File: src/rtl/xlat_pkg.sv
// Shared encodings for the translation cache.
// Assumes: 2-bit rights and access-kind codes as listed in the brief.
package xlat_pkg;
    typedef enum logic [1:0] {
        RT_RO  = 2'd0,
        RT_RW  = 2'd1,
        RT_RX  = 2'd2,
        RT_RWX = 2'd3
    } rights_t;

    typedef enum logic [1:0] {
        ACC_READ  = 2'd0,
        ACC_WRITE = 2'd1,
        ACC_FETCH = 2'd2,
        ACC_READ2 = 2'd3
    } acc_t;

    typedef enum logic [1:0] {
        FLT_NONE = 2'd0,
        FLT_MISS = 2'd1,
        FLT_PROT = 2'd2
    } fault_t;
endpackage

File: src/rtl/xlat_slot.sv
// One translation slot: stored mapping, status flags and tag comparator.
// Assumes: refill dominates any use of the same slot in the same cycle;
// a use of the slot dominates the bulk clear of its referenced flag.
module xlat_slot #(
    parameter int VPN_W = 22,
    parameter int PPN_W = 20
) (
    input  logic             clk,
    input  logic             rst_n,
    input  logic             wr_en,
    input  logic             wr_valid,
    input  logic [VPN_W-1:0] wr_vpn,
    input  logic [PPN_W-1:0] wr_ppn,
    input  logic [1:0]       wr_rights,
    input  logic             use_en,
    input  logic             mark_dirty,
    input  logic             clr_ref,
    input  logic [VPN_W-1:0] probe_vpn,
    output logic             match,
    output logic [PPN_W-1:0] ppn,
    output logic [1:0]       rights,
    output logic             dirty,
    output logic             refd
);
    logic             valid_q;
    logic [VPN_W-1:0] vpn_q;

    // Mapping storage, loaded only by refill.
    always_ff @(posedge clk) begin
        if (!rst_n) begin
            valid_q <= 1'b0;
            vpn_q   <= '0;
            ppn     <= '0;
            rights  <= '0;
        end else if (wr_en) begin
            valid_q <= wr_valid;
            vpn_q   <= wr_vpn;
            ppn     <= wr_ppn;
            rights  <= wr_rights;
        end
    end

    // Dirty flag: cleared by refill, set by a permitted write.
    always_ff @(posedge clk) begin
        if (!rst_n)          dirty <= 1'b0;
        else if (wr_en)      dirty <= 1'b0;
        else if (mark_dirty) dirty <= 1'b1;
    end

    // Referenced flag: cleared by refill or bulk clear, set on use.
    always_ff @(posedge clk) begin
        if (!rst_n)       refd <= 1'b0;
        else if (wr_en)   refd <= 1'b0;
        else if (use_en)  refd <= 1'b1;
        else if (clr_ref) refd <= 1'b0;
    end

    // Tag comparison against the lookup page.
    always_comb match = valid_q && (vpn_q == probe_vpn);
endmodule

File: src/rtl/xlat_pick.sv
// Priority picker: lowest-numbered set bit, any-match and multi-match.
// Assumes: N >= 2.
module xlat_pick #(
    parameter int N = 8
) (
    input  logic [N-1:0]         req,
    output logic [$clog2(N)-1:0] idx,
    output logic                 any,
    output logic                 multi
);
    localparam int IW = $clog2(N);

    // Scan from the top so the lowest match is the last to assign.
    always_comb begin
        idx = '0;
        for (int i = N - 1; i >= 0; i--) begin
            if (req[i]) idx = IW'(i);
        end
    end

    // Population flags.
    always_comb begin
        any   = |req;
        multi = ($countones(req) > 1);
    end
endmodule

File: src/rtl/xlat_perm.sv
// Access-rights check for one access kind against one rights code.
// Assumes: encodings from xlat_pkg; reads are always allowed.
module xlat_perm
    import xlat_pkg::*;
(
    input  logic [1:0] rights,
    input  logic [1:0] kind,
    output logic       allow
);
    // Decode permission per access kind.
    always_comb begin
        unique case (acc_t'(kind))
            ACC_WRITE: allow = (rights_t'(rights) == RT_RW) || (rights_t'(rights) == RT_RWX);
            ACC_FETCH: allow = (rights_t'(rights) == RT_RX) || (rights_t'(rights) == RT_RWX);
            default:   allow = 1'b1;
        endcase
    end
endmodule

File: src/rtl/xlat_cache.sv
// Fully associative translation cache refilled by software.
// Assumes: lookups are answered combinationally; flag and storage
// updates take effect at the next rising edge; misses are reported,
// never resolved, by this block.
module xlat_cache
    import xlat_pkg::*;
#(
    parameter int ENTRIES = 8,
    parameter int VPN_W   = 22,
    parameter int PPN_W   = 20,
    parameter int OFF_W   = 12
) (
    input  logic                       clk,
    input  logic                       rst_n,
    input  logic                       lk_valid,
    input  logic [VPN_W-1:0]           lk_vpn,
    input  logic [OFF_W-1:0]           lk_off,
    input  logic [1:0]                 lk_kind,
    output logic                       lk_hit,
    output logic                       lk_multi,
    output logic [1:0]                 lk_fault,
    output logic [PPN_W-1:0]           lk_ppn,
    output logic [PPN_W+OFF_W-1:0]     lk_paddr,
    output logic                       lk_dirty,
    output logic                       lk_ref,
    input  logic                       rf_we,
    input  logic [$clog2(ENTRIES)-1:0] rf_idx,
    input  logic                       rf_valid,
    input  logic [VPN_W-1:0]           rf_vpn,
    input  logic [PPN_W-1:0]           rf_ppn,
    input  logic [1:0]                 rf_rights,
    input  logic                       clr_ref
);
    localparam int IW = $clog2(ENTRIES);

    logic [ENTRIES-1:0] match_vec;
    logic [ENTRIES-1:0] dirty_vec;
    logic [ENTRIES-1:0] ref_vec;
    logic [ENTRIES-1:0] use_vec;
    logic [PPN_W-1:0]   slot_ppn    [ENTRIES];
    logic [1:0]         slot_rights [ENTRIES];
    logic [IW-1:0]      sel_idx;
    logic               any_match;
    logic               multi_match;
    logic               allow;
    logic               permitted;

    // One storage slot per entry.
    for (genvar g = 0; g < ENTRIES; g++) begin : g_slot
        xlat_slot #(.VPN_W(VPN_W), .PPN_W(PPN_W)) u_slot (
            .clk        (clk),
            .rst_n      (rst_n),
            .wr_en      (rf_we && (rf_idx == IW'(g))),
            .wr_valid   (rf_valid),
            .wr_vpn     (rf_vpn),
            .wr_ppn     (rf_ppn),
            .wr_rights  (rf_rights),
            .use_en     (use_vec[g]),
            .mark_dirty (use_vec[g] && (acc_t'(lk_kind) == ACC_WRITE)),
            .clr_ref    (clr_ref),
            .probe_vpn  (lk_vpn),
            .match      (match_vec[g]),
            .ppn        (slot_ppn[g]),
            .rights     (slot_rights[g]),
            .dirty      (dirty_vec[g]),
            .refd       (ref_vec[g])
        );
    end

    xlat_pick #(.N(ENTRIES)) u_pick (
        .req   (match_vec),
        .idx   (sel_idx),
        .any   (any_match),
        .multi (multi_match)
    );

    xlat_perm u_perm (
        .rights (slot_rights[sel_idx]),
        .kind   (lk_kind),
        .allow  (allow)
    );

    // Qualify the hit with the request and pick the slot that is used.
    always_comb begin
        permitted = lk_valid && any_match && allow;
        for (int i = 0; i < ENTRIES; i++) begin
            use_vec[i] = permitted && (sel_idx == IW'(i));
        end
    end

    // Drive the lookup result from the selected slot.
    always_comb begin
        lk_hit   = lk_valid && any_match;
        lk_multi = lk_valid && multi_match;
        lk_ppn   = slot_ppn[sel_idx];
        lk_paddr = {slot_ppn[sel_idx], lk_off};
        lk_dirty = dirty_vec[sel_idx];
        lk_ref   = ref_vec[sel_idx];
        if (!lk_valid)       lk_fault = FLT_NONE;
        else if (!any_match) lk_fault = FLT_MISS;
        else if (!allow)     lk_fault = FLT_PROT;
        else                 lk_fault = FLT_NONE;
    end
endmodule

File: config.mk
export PLATFORM = sky130hd
export DESIGN_NAME = xlat_cache
export DESIGN_NICKNAME = d
export VERILOG_FILES = /design/src/rtl/xlat_pkg.sv /design/src/rtl/xlat_slot.sv /design/src/rtl/xlat_pick.sv /design/src/rtl/xlat_perm.sv /design/src/rtl/xlat_cache.sv
export SDC_FILE = /design/constraint.sdc
export NUM_CORES = 1
export LEC_CHECK = 0
export CAP_MARGIN = 0
export CORE_MARGIN = 2
export CORE_UTILIZATION = 50
export DETAILED_ROUTE_END_ITERATION = 10
export MAX_ROUTING_LAYER = met4
export PLACE_DENSITY_LB_ADDON = 0.1
export SYNTH_ARGS = -nofsm -noshare
export SYNTH_HDL_FRONTEND = slang
export SYNTH_SLANG_ARGS = --single-unit
export TNS_END_PERCENT = 30
File: constraint.sdc
create_clock -name clk -period 6.93 [get_ports clk]
set_input_delay 1.0395 -clock clk [delete_from_list [all_inputs] [get_ports clk]]
set_output_delay 1.0395 -clock clk [all_outputs]
set_load 0.01 [all_outputs]
==> impl_metrics.env <==
export IMPL_min_from="g_slot[4].u_slot.dirty"
export IMPL_final_common_cell="nand2_1"
export IMPL_wl_per_cell_um=21.8
export IMPL_rsz0062_at_grt="false"
export IMPL_hp_class="flop to flop"
export IMPL_reg2reg_slack_ns=2.87
export IMPL_criticalPathCategory="primary input to output port"
export IMPL_synth_nets=2487
export IMPL_initial_utilization_pct=50.6
export IMPL_max_freq_ghz=0.149
export IMPL_gp_congestion=1.03
export IMPL_end_kind="output port"
export IMPL_via_count=16900
export IMPL_status="finished clean"
export IMPL_fin_nets=2515
export IMPL_async_flop_share_pct=0
export IMPL_grt_max_degree=205
export IMPL_overflow=0
export IMPL_tightest_slew_ns=1.28
export IMPL_required_ns=5.89
export IMPL_syn_cell_area_um2=19000
export IMPL_synth_seq_area_share_pct=39.7
export IMPL_cpMaxStageDelayCell="or4b_2"
export IMPL_fp_dieArea_um2=39500
export IMPL_rows=71
export IMPL_grt_use_total_pct=33.7
export IMPL_cp_cell_sequence="clkdlybuf4s50_1 > xnor2_1 > buf_4 > nand3_1 > or4b_2 > nor4_2 > buf_4 > ha_1 > inv_1 > fa_1 > inv_1 > fa_1 > ha_1 > inv_1 > fa_1 > a31oi_1 > clkdlybuf4s50_1"
export IMPL_cts_made_buffers=42
export IMPL_synth_area_leaders="dfxtp_1 40%, nand2_1 16%, a21boi_0 14%, xor2_1 5.5%, clkbuf_1 2.8%"
export IMPL_ys_flop_type="dfxtp_1"
export IMPL_antenna_found_initial=1
export IMPL_ant_nets=0
export IMPL_grt_pass1_wl_um=97600
export IMPL_reg2reg_depth=16
export IMPL_drc=0
export IMPL_yosys_area_top_type="dfxtp_1"
export IMPL_port_buffers=122
export IMPL_critical_path_top_delay_family="adder cells"
export IMPL_crit_arrival_ns=5.69
export IMPL_areaGrowthSynthToFinish_pct=16.6
export IMPL_cpPeakStageDelay_ns=0.69
export IMPL_ctsRootBufferMaster="clkbuf_16"
export IMPL_final_hold_viol_count=0
export IMPL_maxCapViolations=0
export IMPL_clk_pin_slew_ns=0.06
export IMPL_drt_first_iter_violations=1533
export IMPL_slew_violations=0
export IMPL_hold_end="g_slot[4].u_slot.dirty"
export IMPL_fin_crit_ns=6.73
export IMPL_clk_latency_ns=0.59
export IMPL_yosys_warnings=0
export IMPL_dr_pass1_iters=5
export IMPL_grt_pass1_vias=16100
export IMPL_hpwl_um=42700
export IMPL_via_per_inst=5.74
export IMPL_synth_edff_count=0
export IMPL_clockBufferDepth=3
export IMPL_register_area_um2=7530
export IMPL_period_share_pct=97.1
export IMPL_final_cell_mix="780 x nand2_1, 376 x dfxtp_1, 360 x a21boi_0, 120 x clkdlybuf4s50_1, 119 x xor2_1"
export IMPL_synth_top_area_share_pct=39.7
export IMPL_yosysUniqueCellTypes=64
export IMPL_coreArea_um2=37500
export IMPL_rr_startpoint="g_slot[6].u_slot.vpn_q[19]"
export IMPL_multi_input_area_um2=10300
export IMPL_power_density_nw_per_um2=225
export IMPL_path_max_fanout=2
export IMPL_reg2reg_to="g_slot[3].u_slot.refd"
export IMPL_syn_area_per_cell_um2=7.97
export IMPL_leakage_nw=7.94
export IMPL_ctsHoldBuffers=0
export IMPL_drive_gt1_share_pct=10.0
export IMPL_postRouteWirelength_um=64200
export IMPL_numClockSinks=376
export IMPL_io_pins=147
export IMPL_nFillCells=3461
export IMPL_holdPathStages=2
export IMPL_slew_headroom_pct=14.2
export IMPL_setup_tns_ns=0
export IMPL_dpl_cell_area_um2=20700
export IMPL_skew_ns=0.0235
export IMPL_ys_ff_latch=376
export IMPL_finalSetupViolCount=0
export IMPL_path_buf_inv=7
export IMPL_die_w_um=199
export IMPL_finalInstanceArea_um2=22100
export IMPL_startpoint="lk_vpn[1]"
export IMPL_h_tree_depth=2
export IMPL_cts_tree="built"
export IMPL_fp_dieH_um=199
export IMPL_cp_start_kind="primary input"
export IMPL_vdd_drop_max_mv=0.159
export IMPL_syn_inst=2380
## worst max path at each step
stage | depth (start not counted) | to
3_3_place_gp | 17 | lk_multi
3_5_place_dp | 17 | lk_multi
6_report | 17 | lk_multi
2_1_floorplan | 14 | lk_multi
5_1_grt | 18 | lk_paddr[25]
4_1_cts | 17 | lk_multi
## cells in the mapped netlist (2+ instances only)
library cell,number
dfxtp_1,376
clkbuf_1,142
buf_6,4
nand4b_1,13
o21ai_1,17
o211ai_2,3
mux2_2,28
nand2b_1,4
fa_1,4
o21ai_0,31
and3_1,18
nand2_1,784
xnor2_1,60
nor4_1,34
mux2i_1,15
clkbuf_2,38
buf_4,34
or3_1,5
a31oi_1,16
a21boi_0,360
nand3_1,61
inv_1,26
nor4bb_1,2
a21oi_1,6
ha_1,14
a221oi_1,28
o21a_1,3
buf_2,27
nor2b_1,8
o21ai_2,2
nor4b_1,4
nor2_1,23
nand4_1,24
xor2_1,119
or3b_2,2
nor3_1,17
## timing repair
item                       4_1_cts  5_1_grt
setup endpoints to repair        0        5
gates resized for setup          0        4
setup buffers                    0        0
## report_power, final
group	internal, mW	switching [mW]
clock network	1.35	0.948
logic	0.169	0.278
registers	2.21	0.0286
## cell families (layout without fill, tap and decap cells)
| group | count (synthesis) | in the layout | synth area share, % |
|---|---|---|---|
| flops | 376 | 376 | 39.7 |
| compound gates | 484 | 484 | 19.1 |
| fa+ha+maj | 18 | 18 | 1.35 |
| other cells | 0 | 1 | 0 |
| xor+xnor | 179 | 179 | 8.26 |
| simple gates | 1006 | 1006 | 22.4 |
| buf+inv | 272 | 333 | 6.64 |
| mux | 45 | 45 | 2.59 |
## registers in the layout, indices dropped and copies added (netlist names)
register / flops
g_slot.u_slot.refd: 8
g_slot.u_slot.rights: 16
g_slot.u_slot.ppn: 160
g_slot.u_slot.valid_q: 8
g_slot.u_slot.dirty: 8
g_slot.u_slot.vpn_q: 176
## routing by layer
metal  GRT usage [%]  share of wire [%]  vias to the layer above
met5               -                  0                        -
met4            7.96                1.7                        0
met3            3.95                8.0                       90
met2            50.0                 43                      682
met1            49.0                 47                     8258
li1                -                  -                     7912
## worst register-to-register path, stage by stage, from the launching register on
cell and delay (ns):
dfxtp_1 0.32, xor2_1 0.17, nor4_1 0.36, buf_4 0.22
nand4_1 0.10, buf_4 0.18, or3_1 0.36, ha_1 0.22
inv_1 0.07, o41a_1 0.21, o31ai_4 0.11, o41ai_4 0.54
nand2_1 0.18, a221oi_4 0.40, buf_4 0.21, o211ai_2 0.16
o21ai_1 0.18
## metrics by stage
step	utilization [%]	std cells	setup WS, ns	total power, mW	hold slack (ns)
final	59.0	2953	0.199	4.98	0.460
after global routing	59.0	2953	0.00883	5.12	0.483
after CTS	59.0	2952	0.163	4.99	0.462
after detailed placement	55.2	2875	0.150	2.72	0.455
after global placement	55.2	2875	0.127	2.71	0.440
after floorplan	-	2380	1.38	2.54	0.434
## cell type report
| type | count | share of cell area, % |
|---|---|---|
| clock inverters | 13 | 0.730 |
| diodes | 1 | 0.0113 |
| multi-input cells | 1732 | 46.7 |
| inverters | 26 | 0.441 |
| well taps | 511 | 2.89 |
| repair buffers | 230 | 9.61 |
| clock buffers | 64 | 5.62 |
| flip-flops and latches | 376 | 34.0 |
Power figures use the tool's default switching activity.
